`src/rtl/fps_pkg.sv`:
```
// Shared definitions for the alternating frame store.
package fps_pkg;
    // Identifies one of the two frame memories.
    typedef enum logic {
        MEM_A = 1'b0,
        MEM_B = 1'b1
    } mem_sel_e;
endpackage

```
`src/rtl/fps_role_ctrl.sv`:
```
// Role and address control.
// Decides which memory records the current frame, produces the shared
// address, and records whether a full frame has already been stored.
// All outputs take effect in the same cycle as the frame_start pulse.
// Assumes frame_start is a one-cycle pulse.
module fps_role_ctrl
    import fps_pkg::*;
#(
    parameter int ADDR_W = 32
) (
    input  logic              clk,
    input  logic              rst_n,
    input  logic              frame_start,
    input  logic              pix_valid,
    output mem_sel_e          wr_sel_now,
    output logic [ADDR_W-1:0] addr_now,
    output logic              history_now
);
    localparam logic [ADDR_W-1:0] ADDR_ONE = {{(ADDR_W-1){1'b0}}, 1'b1};

    mem_sel_e          wr_sel_q;
    logic [ADDR_W-1:0] cnt_q;
    logic              seen_start_q;
    logic              history_q;

    // Values for this cycle, with the frame_start pulse applied immediately.
    always_comb begin
        wr_sel_now  = frame_start ? mem_sel_e'(~wr_sel_q) : wr_sel_q;
        addr_now    = frame_start ? '0 : cnt_q;
        history_now = frame_start ? seen_start_q : history_q;
    end

    // State update: role, next address, frame-history flags.
    always_ff @(posedge clk) begin
        if (!rst_n) begin
            wr_sel_q     <= MEM_B;
            cnt_q        <= '0;
            seen_start_q <= 1'b0;
            history_q    <= 1'b0;
        end else begin
            wr_sel_q  <= wr_sel_now;
            cnt_q     <= pix_valid ? addr_now + ADDR_ONE : addr_now;
            history_q <= history_now;
            if (frame_start) begin
                seen_start_q <= 1'b1;
            end
        end
    end
endmodule

```
`src/rtl/fps_delay_line.sv`:
```
// Fixed-length register delay line.
// Delays a bus by DEPTH cycles so that the live stream lines up with the
// memory read data. Clears to zero on reset. DEPTH must be at least 1.
module fps_delay_line #(
    parameter int W     = 8,
    parameter int DEPTH = 1
) (
    input  logic         clk,
    input  logic         rst_n,
    input  logic [W-1:0] d,
    output logic [W-1:0] q
);
    logic [W-1:0] stage_q [DEPTH];

    for (genvar i = 0; i < DEPTH; i++) begin : g_stage
        // One pipeline stage.
        always_ff @(posedge clk) begin
            if (!rst_n) begin
                stage_q[i] <= '0;
            end else if (i == 0) begin
                stage_q[i] <= d;
            end else begin
                stage_q[i] <= stage_q[(i == 0) ? 0 : i-1];
            end
        end
    end

    assign q = stage_q[DEPTH-1];
endmodule

```
`src/rtl/frame_pingpong_store.sv`:
```
// Alternating two-memory frame store.
// One memory records the arriving frame while the other plays back the
// previous one. The roles swap at each frame_start. The live stream is
// delayed by RD_LAT so that it lines up with the playback data.
// Assumes equal-size frames and memories with a fixed read latency RD_LAT.
module frame_pingpong_store
    import fps_pkg::*;
#(
    parameter int PIX_W  = 8,
    parameter int ADDR_W = 32,
    parameter int RD_LAT = 1
) (
    input  logic              clk,
    input  logic              rst_n,
    input  logic              frame_start,
    input  logic              pix_valid,
    input  logic [PIX_W-1:0]  pix_in,
    output logic [ADDR_W-1:0] mem_a_addr,
    output logic [PIX_W-1:0]  mem_a_wdata,
    output logic              mem_a_we,
    output logic              mem_a_re,
    input  logic [PIX_W-1:0]  mem_a_rdata,
    output logic [ADDR_W-1:0] mem_b_addr,
    output logic [PIX_W-1:0]  mem_b_wdata,
    output logic              mem_b_we,
    output logic              mem_b_re,
    input  logic [PIX_W-1:0]  mem_b_rdata,
    output logic [PIX_W-1:0]  live_pix,
    output logic              live_valid,
    output logic [PIX_W-1:0]  prev_pix,
    output logic              prev_valid
);
    localparam int PIPE_W = PIX_W + 3;

    mem_sel_e          wr_sel_now;
    logic [ADDR_W-1:0] addr_now;
    logic              history_now;
    logic [PIPE_W-1:0] pipe_in;
    logic [PIPE_W-1:0] pipe_out;
    logic              rd_sel_d;

    fps_role_ctrl #(.ADDR_W(ADDR_W)) u_ctrl (
        .clk         (clk),
        .rst_n       (rst_n),
        .frame_start (frame_start),
        .pix_valid   (pix_valid),
        .wr_sel_now  (wr_sel_now),
        .addr_now    (addr_now),
        .history_now (history_now)
    );

    // Memory port drive: the writer records the pixel, the other memory reads.
    always_comb begin
        mem_a_addr  = addr_now;
        mem_b_addr  = addr_now;
        mem_a_wdata = pix_in;
        mem_b_wdata = pix_in;
        mem_a_we    = pix_valid && (wr_sel_now == MEM_A);
        mem_b_we    = pix_valid && (wr_sel_now == MEM_B);
        mem_a_re    = pix_valid && (wr_sel_now == MEM_B);
        mem_b_re    = pix_valid && (wr_sel_now == MEM_A);
    end

    // Bundle of everything that must travel alongside the memory read.
    assign pipe_in = {pix_in, pix_valid, pix_valid && history_now, ~wr_sel_now};

    fps_delay_line #(.W(PIPE_W), .DEPTH(RD_LAT)) u_align (
        .clk   (clk),
        .rst_n (rst_n),
        .d     (pipe_in),
        .q     (pipe_out)
    );

    // Output select: take the read data from the memory that was reading.
    always_comb begin
        live_pix   = pipe_out[PIPE_W-1:3];
        live_valid = pipe_out[2];
        prev_valid = pipe_out[1];
        rd_sel_d   = pipe_out[0];
        if (!prev_valid) begin
            prev_pix = '0;
        end else if (rd_sel_d == MEM_A) begin
            prev_pix = mem_a_rdata;
        end else begin
            prev_pix = mem_b_rdata;
        end
    end
endmodule

```
`config.mk`:
```
export PLATFORM = sky130hd
export DESIGN_NAME = frame_pingpong_store
export DESIGN_NICKNAME = d
export VERILOG_FILES = /design/src/rtl/fps_pkg.sv /design/src/rtl/fps_role_ctrl.sv /design/src/rtl/fps_delay_line.sv /design/src/rtl/frame_pingpong_store.sv
export SDC_FILE = /design/constraint.sdc
export NUM_CORES = 1
export LEC_CHECK = 0
export ABC_AREA = 1
export ABC_CLOCK_PERIOD_IN_PS = 7050
export BUFFER_PORTS_ARGS = -buffer_cell sky130_fd_sc_hd__buf_2
export CELL_PAD_IN_SITES_DETAIL_PLACEMENT = 1
export CELL_PAD_IN_SITES_GLOBAL_PLACEMENT = 1
export CORE_ASPECT_RATIO = 0.9
export CORE_MARGIN = 10
export CORE_UTILIZATION = 35
export DETAILED_ROUTE_END_ITERATION = 10
export GPL_TIMING_DRIVEN = 0
export HOLD_SLACK_MARGIN = 0.03
export PLACE_DENSITY_LB_ADDON = 0.1
export SKIP_LAST_GASP = 1
export SLEW_MARGIN = 25
export SYNTH_ARGS = -nofsm -noshare
export SYNTH_HDL_FRONTEND = slang
export SYNTH_SLANG_ARGS = --single-unit
```
`constraint.sdc`:
```
create_clock -name clk -period 7.05 [get_ports clk]
set_clock_uncertainty 0.2 [all_clocks]
set_input_delay 1.0575 -clock clk [delete_from_list [all_inputs] [get_ports clk]]
set_output_delay 1.0575 -clock clk [all_outputs]
set_load 0.03 [all_outputs]
```
==> impl_metrics.tcl <==
set metrics [dict create \
    cts-htree-levels 2 \
    syn_area_per_cell_um2 6.44 \
    dp.cells 725 \
    fillCellCount 1210 \
    io_buffer_count 127 \
    ys_seq_elements 46 \
    area_growth_pct 28.1 \
    drt_iter0_markers 151 \
    crit_top_cell "buf_2" \
    required_ns 5.79 \
    static-leakage-power_nw 2.11 \
    synth-edff-count 0 \
    gp_routability_congestion 0.893 \
    routed_via_density 4.57 \
    die_y_um 109 \
    grt_pass1_wl_mm 17.7 \
    holdCritStartpoint "u_ctrl.seen_start_q" \
    regArea_um2 921 \
    cp_slowest_cell "clkbuf_1" \
    cts_setup_buffers 0 \
    wirelength_mm 10.6 \
    fmax_mhz 276 \
    die-area_mm2 0.0130 \
    synth_seq_area_share 0.299 \
    critPathLaunchType "input pin" \
    cts_tree "done" \
    power.total_mw 0.528 \
    synth.area.top_cells "dfxtp_1, buf_4, nor2_1" \
    synth_top_area_share 0.299 \
    syn_nets 508 \
    yosysWarnings 0 \
    insertion_delay_ns 0.30 \
    hold_violations 0 \
    crit_fanout 10 \
    clockBufferDepth 2 \
    cts_root_buf "clkbuf_8" \
    antenna_found_initial 0 \
    setup_viol 0 \
    rows 32 \
    num-nets-final 642 \
    pwr_density_cell_mw_per_mm2 134 \
    cp_cell_sequence "buf_2 > inv_1 > clkbuf_1 > nor2_1 > buf_4 > buf_2" \
    drv_cap 0 \
    clock_sinks 46 \
    num_vias 3338 \
    cts_hold_buffers 0 \
    maxSlewHeadroom 0.584 \
    startpoint "pix_valid" \
    yosysUniqueCellTypes 32 \
    yosysMostFrequentCell "nor2_1" \
    slowest_delay_ns 0.49 \
    criticalPathCategory "in -> out" \
    yosysTopAreaCell "dfxtp_1" \
    start_util 0.360 \
    syn_area_mm2 0.00308 \
    status "completed" \
    dp_hpwl_mm 8.88 \
    drive_above_1_share 0.377 \
    ioPinCount 130 \
    regToRegStartpoint "u_ctrl.cnt_q[0]" \
    ys.flop_type "dfxtp_1" \
    die_w_um 119 \
    avgRoutedWirePerCell_um 14.6 \
    final_cells 731 \
    post_cts_resize_count 0 \
    timing.setup.tns_ns 0 \
    grt_max_degree 13 \
    grt_pass1_vias 3661 \
    ir_worst_vdd_mv 0.0653 \
    finalCritPeriodShare 0.514 \
    critPathTopFamily "buffers and inverters" \
    drc_errors 0 \
    grt_use_total 0.164 \
    synthCells 479 \
    path_buf_inv 5 \
    crit_arrival_ns 2.37 \
    core_area_mm2 0.00857 \
    regToRegSetupSlack_ns 5.05 \
    ant_nets 0 \
    diodes 0 \
    utilization 0.461 \
    numCtsBuffers 5 \
    grt_overflow 0 \
    worst_pin_slew_ns 0.624 \
    hp-class "reg -> reg" \
    async_flop_share 0 \
    slew_viol_final 0 \
    drtPass1Iterations 4 \
    rsz0062_at_grt "no" \
    worst_setup_path_end_kind "output pin" \
    layout_min_cycle_time_ns 3.63 \
    clk_pin_slew_ns 0.08 \
    synth_common_cells "nor2_1, nand2_1, inv_1" \
    multi_input_area_mm2 0.00138 \
]
power breakdown:
group / switching [mW] / total, mW / internal, mW
sequential: 0.00315 / 0.268 / 0.265
combinational: 0.0609 / 0.0942 / 0.0333
clock: 0.0890 / 0.165 / 0.0759
state kept, by name, indices dropped and copies added (netlist names):
register / cells
u_align.stage_q: 11
u_ctrl.cnt_q: 32
u_ctrl.history_q: 1
u_ctrl.seen_start_q: 1
u_ctrl.wr_sel_q: 1
through the flow:
stage          hold slack, ns  area [um2]  setup WS, ns
2_1_floorplan           0.241        3080          3.54
3_3_place_gp            0.255        3870          3.41
3_5_place_dp            0.310        3870          3.40
4_1_cts                 0.323        3950          3.40
5_1_grt                 0.376        3950          3.31
6_report                0.316        3950          3.42
final cells by class:
type / instances / share of cell area
plain buffers: 70 / 0.130
flip-flops and latches: 46 / 0.233
clock buffers: 6 / 0.0209
well taps: 119 / 0.0377
inverters: 71 / 0.0687
repair buffers: 127 / 0.161
multi-input cells: 292 / 0.348
placed cells by master (no fill, tap or decap), types with 8 or more instances in the layout:
| cell | netlist | final |
|---|---|---|
| nor2_2 | 12 | 12 |
| dfxtp_1 | 46 | 46 |
| o21ai_0 | 18 | 18 |
| a21oi_1 | 23 | 23 |
| buf_2 | 3 | 130 |
| nand2_1 | 76 | 76 |
| nor2_1 | 94 | 94 |
| buf_4 | 58 | 58 |
| inv_1 | 63 | 63 |
| nand3_2 | 8 | 8 |
| nand3_1 | 34 | 34 |
worst min-delay path, cell delays in order (launching register included):
cell	delay, ns
dfxtp_1	0.33
nor2_1	0.10
nor2_1	0.05
cell families after synthesis:
group           synth area share
simple gates               0.361
fa+ha+maj                0.00406
xor+xnor                 0.00284
buf+inv                    0.255
flops                      0.299
compound gates            0.0783
path summary, 6_finish.rpt:
path                                            end  cells after the start
worst max-delay path                       mem_b_we                      6
worst min-delay path            u_ctrl.seen_start_q                      2
worst max register to register     u_ctrl.cnt_q[18]                     10
worst min register to register  u_ctrl.seen_start_q                      2
layer usage:
| metal | part of all wire | wire (um) | track usage |
|---|---|---|---|
| met3 | 0.078 | 827 | 0.0532 |
| met5 | 0 | 0 | 0 |
| met4 | 0.0099 | 105 | 0.0305 |
| met2 | 0.44 | 4650 | 0.283 |
| met1 | 0.48 | 5060 | 0.197 |
Note: power is estimated with default switching activity, not from simulation.
